[src/rtl/digit_scan_pkg.sv]
package digit_scan_pkg;
  localparam int unsigned DIG_W = 4;
  typedef logic [DIG_W-1:0] bcd_t;

  // half digit is 0 or 1; any nonzero field reads as 1
  function automatic bcd_t half_digit(input bcd_t f);
    return {3'b000, |f};
  endfunction
endpackage

[src/rtl/digit_scan_timer.sv]
module digit_scan_timer #(
  parameter int unsigned NUM_DIGITS = 5,
  parameter int unsigned SLOT_LEN   = 200,
  parameter int unsigned MSD_EXTRA  = 1,
  parameter int unsigned STROBE_OFS = 100,
  localparam int unsigned POS_W = $clog2(NUM_DIGITS),
  localparam int unsigned CNT_W = $clog2(SLOT_LEN + MSD_EXTRA)
) (
  input  logic             clk_i,
  input  logic             rst_ni,
  input  logic             restart_i,
  input  logic             hold_i,
  output logic [POS_W-1:0] pos_o,
  output logic             mid_o,
  output logic             lsd_o
);
  localparam logic [POS_W-1:0] MSD_P    = POS_W'(NUM_DIGITS - 1);
  localparam logic [CNT_W-1:0] LAST_MSD = CNT_W'(SLOT_LEN + MSD_EXTRA - 1);
  localparam logic [CNT_W-1:0] LAST_STD = CNT_W'(SLOT_LEN - 1);
  localparam logic [CNT_W-1:0] MID_MSD  = CNT_W'(STROBE_OFS + MSD_EXTRA);
  localparam logic [CNT_W-1:0] MID_STD  = CNT_W'(STROBE_OFS);

  logic [POS_W-1:0] pos_q;
  logic [CNT_W-1:0] cnt_q;
  logic             is_msd;
  logic [CNT_W-1:0] last_cnt;

  assign is_msd   = (pos_q == MSD_P);
  assign last_cnt = is_msd ? LAST_MSD : LAST_STD;

  always_ff @(posedge clk_i or negedge rst_ni) begin
    if (!rst_ni) begin
      pos_q <= MSD_P;
      cnt_q <= '0;
    end else if (restart_i) begin
      pos_q <= MSD_P;
      cnt_q <= '0;
    end else if (!hold_i) begin
      if (cnt_q == last_cnt) begin
        cnt_q <= '0;
        pos_q <= (pos_q == '0) ? MSD_P : pos_q - 1'b1;
      end else begin
        cnt_q <= cnt_q + 1'b1;
      end
    end
  end

  assign pos_o = pos_q;
  assign mid_o = (cnt_q == (is_msd ? MID_MSD : MID_STD));
  assign lsd_o = (pos_q == '0);
endmodule

[src/rtl/digit_scan_strobe.sv]
module digit_scan_strobe (
  input  logic clk_i,
  input  logic rst_ni,
  input  logic load_i,
  input  logic release_i,
  input  logic mid_i,
  input  logic lsd_i,
  input  logic ovr_i,
  output logic strobe_no,
  output logic blank_o
);
  logic armed_q, blank_q;
  logic final_strobe;

  assign final_strobe = armed_q && mid_i && lsd_i;

  always_ff @(posedge clk_i or negedge rst_ni) begin
    if (!rst_ni) begin
      armed_q <= 1'b0;
      blank_q <= 1'b0;
    end else if (load_i) begin
      armed_q <= 1'b1;
      blank_q <= 1'b0;
    end else if (blank_q) begin
      if (release_i) blank_q <= 1'b0;
    end else if (final_strobe) begin
      armed_q <= 1'b0;
      blank_q <= ovr_i;
    end
  end

  assign strobe_no = !(armed_q && mid_i);
  assign blank_o   = blank_q;
endmodule

[src/rtl/digit_scan_data.sv]
module digit_scan_data
  import digit_scan_pkg::*;
#(
  parameter int unsigned NUM_DIGITS = 5,
  localparam int unsigned POS_W = $clog2(NUM_DIGITS)
) (
  input  logic                        clk_i,
  input  logic                        rst_ni,
  input  logic                        load_i,
  input  logic                        ovr_i,
  input  logic [NUM_DIGITS*DIG_W-1:0] dig_i,
  input  logic [POS_W-1:0]            pos_i,
  input  logic                        blank_i,
  output logic                        ovr_o,
  output bcd_t                        bcd_o
);
  bcd_t dig_q [NUM_DIGITS];
  logic ovr_q;

  for (genvar k = 0; k < NUM_DIGITS; k++) begin : g_field
    always_ff @(posedge clk_i or negedge rst_ni) begin
      if (!rst_ni)     dig_q[k] <= '0;
      else if (load_i) dig_q[k] <= dig_i[k*DIG_W +: DIG_W];
    end
  end

  always_ff @(posedge clk_i or negedge rst_ni) begin
    if (!rst_ni)     ovr_q <= 1'b0;
    else if (load_i) ovr_q <= ovr_i;
  end

  always_comb begin
    bcd_o = '0;
    for (int k = 0; k < NUM_DIGITS; k++) begin
      if (pos_i == POS_W'(k))
        bcd_o = (k == NUM_DIGITS - 1) ? half_digit(dig_q[k]) : dig_q[k];
    end
    if (ovr_q || blank_i) bcd_o = '0;
  end

  assign ovr_o = ovr_q;
endmodule

[src/rtl/bcd_digit_scanner.sv]
module bcd_digit_scanner
  import digit_scan_pkg::*;
#(
  parameter int unsigned NUM_DIGITS = 5,
  parameter int unsigned SLOT_LEN   = 200,
  parameter int unsigned MSD_EXTRA  = 1,
  parameter int unsigned STROBE_OFS = 100,
  localparam int unsigned POS_W = $clog2(NUM_DIGITS)
) (
  input  logic                        clk_i,
  input  logic                        rst_ni,
  input  logic                        load_i,
  input  logic                        release_i,
  input  logic                        ovr_i,
  input  logic [NUM_DIGITS*DIG_W-1:0] dig_i,
  output logic [NUM_DIGITS-1:0]       sel_o,
  output logic [DIG_W-1:0]            bcd_o,
  output logic                        strobe_no
);
  logic [POS_W-1:0] pos;
  logic             mid, lsd, blank, ovr_q, restart;

  assign restart = load_i || (blank && release_i);

  digit_scan_timer #(
    .NUM_DIGITS(NUM_DIGITS), .SLOT_LEN(SLOT_LEN),
    .MSD_EXTRA(MSD_EXTRA), .STROBE_OFS(STROBE_OFS)
  ) i_timer (
    .clk_i, .rst_ni, .restart_i(restart), .hold_i(blank),
    .pos_o(pos), .mid_o(mid), .lsd_o(lsd)
  );

  digit_scan_strobe i_strobe (
    .clk_i, .rst_ni, .load_i, .release_i, .mid_i(mid), .lsd_i(lsd),
    .ovr_i(ovr_q), .strobe_no, .blank_o(blank)
  );

  digit_scan_data #(.NUM_DIGITS(NUM_DIGITS)) i_data (
    .clk_i, .rst_ni, .load_i, .ovr_i, .dig_i, .pos_i(pos),
    .blank_i(blank), .ovr_o(ovr_q), .bcd_o
  );

  for (genvar k = 0; k < NUM_DIGITS; k++) begin : g_sel
    assign sel_o[k] = !blank && (pos == POS_W'(k));
  end
endmodule

[config.mk]
export PLATFORM = sky130hd
export DESIGN_NAME = bcd_digit_scanner
export DESIGN_NICKNAME = d
export VERILOG_FILES = /design/src/rtl/digit_scan_pkg.sv /design/src/rtl/digit_scan_timer.sv /design/src/rtl/digit_scan_strobe.sv /design/src/rtl/digit_scan_data.sv /design/src/rtl/bcd_digit_scanner.sv
export SDC_FILE = /design/constraint.sdc
export NUM_CORES = 1
export LEC_CHECK = 0
export ABC_AREA = 0
export BUFFER_PORTS_ARGS = -buffer_cell sky130_fd_sc_hd__buf_2
export CAP_MARGIN = 0
export CELL_PAD_IN_SITES_DETAIL_PLACEMENT = 0
export CELL_PAD_IN_SITES_GLOBAL_PLACEMENT = 1
export CORE_AREA = 2 2 70 72
export CTS_BUF_LIST = sky130_fd_sc_hd__clkbuf_4 sky130_fd_sc_hd__clkbuf_8
export CTS_CLUSTER_DIAMETER = 60
export CTS_CLUSTER_SIZE = 30
export DETAILED_ROUTE_END_ITERATION = 8
export DIE_AREA = 0 0 72 74
export PLACE_DENSITY_LB_ADDON = 0.1
export SYNTH_ARGS = -nofsm -noshare
export SYNTH_HDL_FRONTEND = slang
export SYNTH_SLANG_ARGS = --single-unit
[constraint.sdc]
create_clock -name clk_i -period 1.8 [get_ports clk_i]
set_clock_uncertainty 0.05 [all_clocks]
set_input_delay 0.18 -clock clk_i [delete_from_list [all_inputs] [get_ports clk_i]]
set_output_delay 0.18 -clock clk_i [all_outputs]
set_load 0.02 [all_outputs]
# Word level (Yosys, flattened, before mapping)
# Cells that the tools add are included.
[op_classes] eq_ne=8 n_reduce_logical=18 n_addsub=2 muxes=22
[ops] op="$mux W4" count=7
[ops] op="$mux W8" count=3
[ops] op="$eq A8 B8 Y1" count=2
[ops] op="$mux W3" count=4
[ops] op="$add A8 B1 Y8 const B" count=1
[ops] op="$logic_and A1 B1 Y1" count=8
[ops] op="$mux W1" count=8
[ops] op="$eq A3 B2 Y1 const B" count=2
[ops] op="$ne A2 B2 Y1 const B" count=2
[ops] op="$reduce_and A2 Y1" count=2
[ops] op="$reduce_bool A2 Y1" count=2
[ops] op="$reduce_or A4 Y1" count=1
[ops] op="$eq A3 B1 Y1 const B" count=1
[ops] op="$eq A3 B3 Y1 const B" count=1
[ops] op="$logic_not A3 Y1" count=1
[ops] op="$sub A3 B1 Y3 const B" count=1
[ops] op="$logic_not A1 Y1" count=2
[ops] op="$logic_or A1 B1 Y1" count=2
[word_totals] in_bits=25 reg_bits=34 output_inout_bits=10 word_cells=60

# Logic depth before layout (Yosys ltp)
[depth] word_depth=8 ltp_mapped=5 ltp_nobuf=5

# Modules after synthesis
# Synthesis repeated with hierarchy kept, for this count alone.
[unflattened] cells_unflattened=153 hier_area_um2=1757.9
[by_module_without_submodules] mod="digit_scan_data" cells_each=71 area_each_um2=959.7 instances=1
[by_module_without_submodules] mod="digit_scan_timer" cells_each=67 area_each_um2=650.6 instances=1
[by_module_without_submodules] mod="digit_scan_strobe" cells_each=9 area_each_um2=93.8 instances=1
[by_module_without_submodules] mod="bcd_digit_scanner" cells_each=6 area_each_um2=53.8 instances=1

# Worst setup path before layout
# OpenSTA, ideal clock, no wires.
[synth_timing] path_kind="reg2reg" startpoint="reg i_timer.pos_q[2], in the netlist i_timer.pos_o[2]" endpoint="reg i_timer.pos_q[2], in the netlist i_timer.pos_o[2]" setup_slack_ns=-0.157 t_arrival_ns=1.844 n_path_buf=1 required_time_ns=1.686 setup_time_ns=0.064 stages_incl_launch_ff=6 path_cell_list="dfstp_2 -> or3b_1 -> buf_2 -> mux2i_4 -> or4_1 -> nand3_1"
[synth_via] elab_chain_cells=5
[synth_rtl] item="start, declared" line="digit_scan_timer.sv:23" text="logic [POS_W-1:0] pos_q;"
[synth_rtl] item="start signal, assigned" line="digit_scan_timer.sv:41" text="pos_q <= (pos_q == '0) ? MSD_P : pos_q - 1'b1;"
[synth_rtl] item="$sub A3 B1 Y3 (tied with other cells)" line="digit_scan_timer.sv:41"
[synth_rtl] item="$mux W3 or $mux W4 (tied branches)" line="digit_scan_timer.sv:41, digit_scan_timer.sv:29"
[synth_rtl] item="$mux W3 or $eq A8 B8 Y1 (tied branches)" line="digit_scan_timer.sv:39" text="if (cnt_q == last_cnt) begin"
[synth_rtl] item="$mux W3 or $reduce_bool A2 Y1 (tied branches)"
[synth_rtl] item="$mux W3 or $reduce_and A2 Y1 (tied branches)"
# Parallel ways exist; a longest one is shown, timed or not. The select of a mux whose other input is x is not followed.
# A chain may end at the register's enable or synchronous reset.

# Final worst setup path
[layout_timing] startpoint="reg i_timer.pos_q[0], in the netlist i_timer.pos_o[0]" endpoint="out bcd_o[0]"
[layout_via] elab_chain_cells=7
[layout_rtl] item="$logic_not A3 Y1" line="digit_scan_data.sv:35" text="if (pos_i == POS_W'(k))"
[layout_rtl] item="$mux W4 (4 in a row)" line="digit_scan_data.sv:35"
[layout_rtl] item="$mux W4 *" line="digit_scan_data.sv:35"
[layout_rtl] item="$mux W4 *" line="digit_scan_data.sv:38" text="if (ovr_q || blank_i) bcd_o = '0;"
[layout_rtl] item="end, declared" line="bcd_digit_scanner.sv:17" text="output logic [DIG_W-1:0] bcd_o,"
# Every way passes the cells marked *; elsewhere a longest branch is shown, timed or not.

==> impl_metrics.ini <==
[layout]
diodes = 0
seq_area_um2 = 852
final_common_cell = dfrtp_1
fin_util_pct = 51.4
multiInputGateArea_um2 = 986
nFillCells = 426
areaGrowthSynthToFinish_pct = 35.1
layout.nets = 228
drive_gt1_share_pct = 53.5
layout_common_cells = dfrtp_1 (33), buf_2 (27), mux2_2 (21)

[yosys]
post-synth-top-area-cell = dfrtp_1
syn_nets = 177
ys_seq_area_share_pct = 48.7
synth_edf_count = 0
ys_warn_count = 0
synth_area_mm2 = 0.00175
avgSynthCellArea_um2 = 11.6
ys_ff_latch = 34
yosysTopAreaCellShare_pct = 47.2
yosys-top-cells-area = dfrtp_1 (47%), mux2_2 (14%), mux4_2 (5.2%)
synthArstFlopShare_pct = 100
ys_types = 43
netlist_instances = 151
synthFlopType = dfrtp_1

[power]
ir_worst_vdd_v = 0.000315
powerDensity_mw_per_mm2 = 670
p_leak_nw = 0.993

[routing]
drt_wl_total_um = 4090
ant_nets = 0
dr.pass1.iters = 4
num_vias = 1388
routed_via_density = 5.42
avgRoutedWirePerCell_um = 16.0
drt-initial-drc-count = 68
drc = 0

[worst_setup_path]
critPathBufInv = 2
rrSetupSlack_ps = -120
crit_fanout = 4
reg2reg_depth = 5
worstSetupStartpointType = register
slowest_delay_ps = 510
crit_path_frequent_cell = buf_4
startpoint = i_timer.pos_o[0]
reg2reg_from = i_timer.pos_o[2]
crit_arrival_ps = 1750
critPathSlowestCell = mux4_2
worstPathRequired_ps = 1570
endpoint_kind = output port
path_cells = buf_4 -> mux4_2 -> a21oi_2 -> nor3_2 -> buf_4
r2r-end = i_timer.pos_o[1]
crit_type = register to output port
path_depth = 5
crit_family = multiplexers
crit_end = bcd_o[0]

[sta]
setup_ws_ps = -182
hold_viol = 0
drv_slew = 0
worstMarginPinSlew_ps = 762
fmax_mhz = 505
finalCriticalPeriod_ps = 1980
fin_crit_sh_pct = 110
max_slew_margin_pct = 49.2
setup_viol = 13
rsz0062_at_grt = true

[floorplan]
start_util_pct = 38.0
core_mm2 = 0.00460
dieHeight_um = 74
io_pins = 35
rows = 25
fp.dieW_um = 72
dieArea_mm2 = 0.00533

[clock_network]
cts_sinks = 34
cts-root-buf = clkbuf_8
cts_made_buffers = 5
cts_max_path_buffers = 2
clk_latency_ps = 280
cts_tree = yes
htreeDepth = 2
clk_pin_slew_worst_paths_ps = 70

[global_routing]
grt_pass1_vias = 1476
grt_max_degree = 35
grt_overflow = 0
grt_pass1_wl_um = 6850
gr-usage-all-layers_pct = 17.2
antenna_found_initial = 0

[job]
drv_cap = 0

[place]
pre_cts_slack_ps = -44.1
gp_congestion = 0.843
numPortBuffers = 34
dp_hpwl_um = 2810

[min_path]
hold_class = input pin to register

[outcome]
status = finished with violations
violations = negative setup slack
[layer usage]
metal	part of all wire, %	track usage (%)	vias up
met3	4.9	5.28	6
met4	1.4	6.71	0
li1	-	-	656
met2	48	27.9	31
met1	46	21.8	695
met5	0	0	-
[cell type report]
type,instances,area share [%]
Multi-Input combinational cell,106,41.7
Sequential cell,34,36.1
Timing Repair Buffer,54,15.7
Clock buffer,6,3.23
Tap cell,54,2.86
Clock inverter,1,0.318
Inverter,1,0.159
[worst register-to-register path: stages, from the launching register on]
cell and delay [ps]:
dfstp_2 520, or3b_4 380, buf_4 150, mux2i_4 210
o41a_1 340, o21a_1 170
[worst min-delay path by stage]
stage / from / cells past startpoint / to / slack (ps)
after floorplan: rst_ni / 0 / i_data.dig_q[0] / -170
after global placement: rst_ni / 1 / i_data.dig_q[2] / 240
after detailed placement: rst_ni / 1 / i_data.dig_q[2] / 250
after CTS: dig_i[11] / 2 / i_data.dig_q[11] / 70
after global routing: dig_i[9] / 2 / i_data.dig_q[9] / 60
final: dig_i[18] / 2 / i_data.dig_q[2] / 70
[cells in the mapped netlist, types with 3 or more instances]
master / count
nor2_1: 7
mux4_2: 4
nand3_1: 5
dfrtp_1: 33
buf_2: 3
nand3b_1: 4
or3_1: 4
buf_1: 4
mux2_2: 21
nor3_1: 8
nor2b_1: 4
nor4_1: 3
o21ai_0: 4
a21oi_1: 7
nand2_1: 7
[where the power goes]
group | switching, mW | total [mW] | leakage [nW] | internal (mW)
registers | 0.0308 | 0.848 | 0.416 | 0.817
logic | 0.0827 | 0.191 | 0.537 | 0.108
clock network | 0.264 | 0.544 | 0.0407 | 0.280
total | 0.378 | 1.58 | 0.993 | 1.21
[flip-flops by register name, indices dropped and copies added, names as in the netlist]
register,count
i_data.dig_q,20
i_data.ovr_o,1
i_strobe.armed_q,1
i_strobe.blank_o,1
i_timer.cnt_q,8
i_timer.pos_o,3
[timing repair]
action / in CTS / in global routing
gates resized for setup: 20 / 24
hold endpoints to repair: 33 / 0
hold buffers: 1 / 0
setup buffers: 2 / 2
pin swaps: 6 / 5
setup endpoints to repair: 10 / 16
[through the flow]
step | instance area (µm²) | cells | total power, mW | TNS [ps] | hold slack, ps
floorplan | 1770 | 151 | 0.959 | -224 | -166
global placement | 2080 | 245 | 1.03 | -51.4 | 238
detailed placement | 2080 | 245 | 1.04 | -76.5 | 248
CTS | 2260 | 255 | 1.60 | -1060 | 66.3
global route | 2360 | 256 | 1.68 | -1960 | 63.5
finish | 2360 | 256 | 1.58 | -879 | 73.6
[kinds of logic (layout without fill, tap and decap cells)]
logic type | after synthesis | in the layout | synth area share [%]
AND/OR/NAND/NOR | 54 | 54 | 18.5
AO/OA/AOI/OAI | 20 | 20 | 6.94
multiplexers | 27 | 27 | 20.5
adder cells (fa/ha/maj) | 1 | 1 | 0.715
flip-flops | 34 | 34 | 48.7
buffers and inverters | 11 | 62 | 2.65
XOR/XNOR | 4 | 4 | 2.00
(Power assumes the default switching activity.)
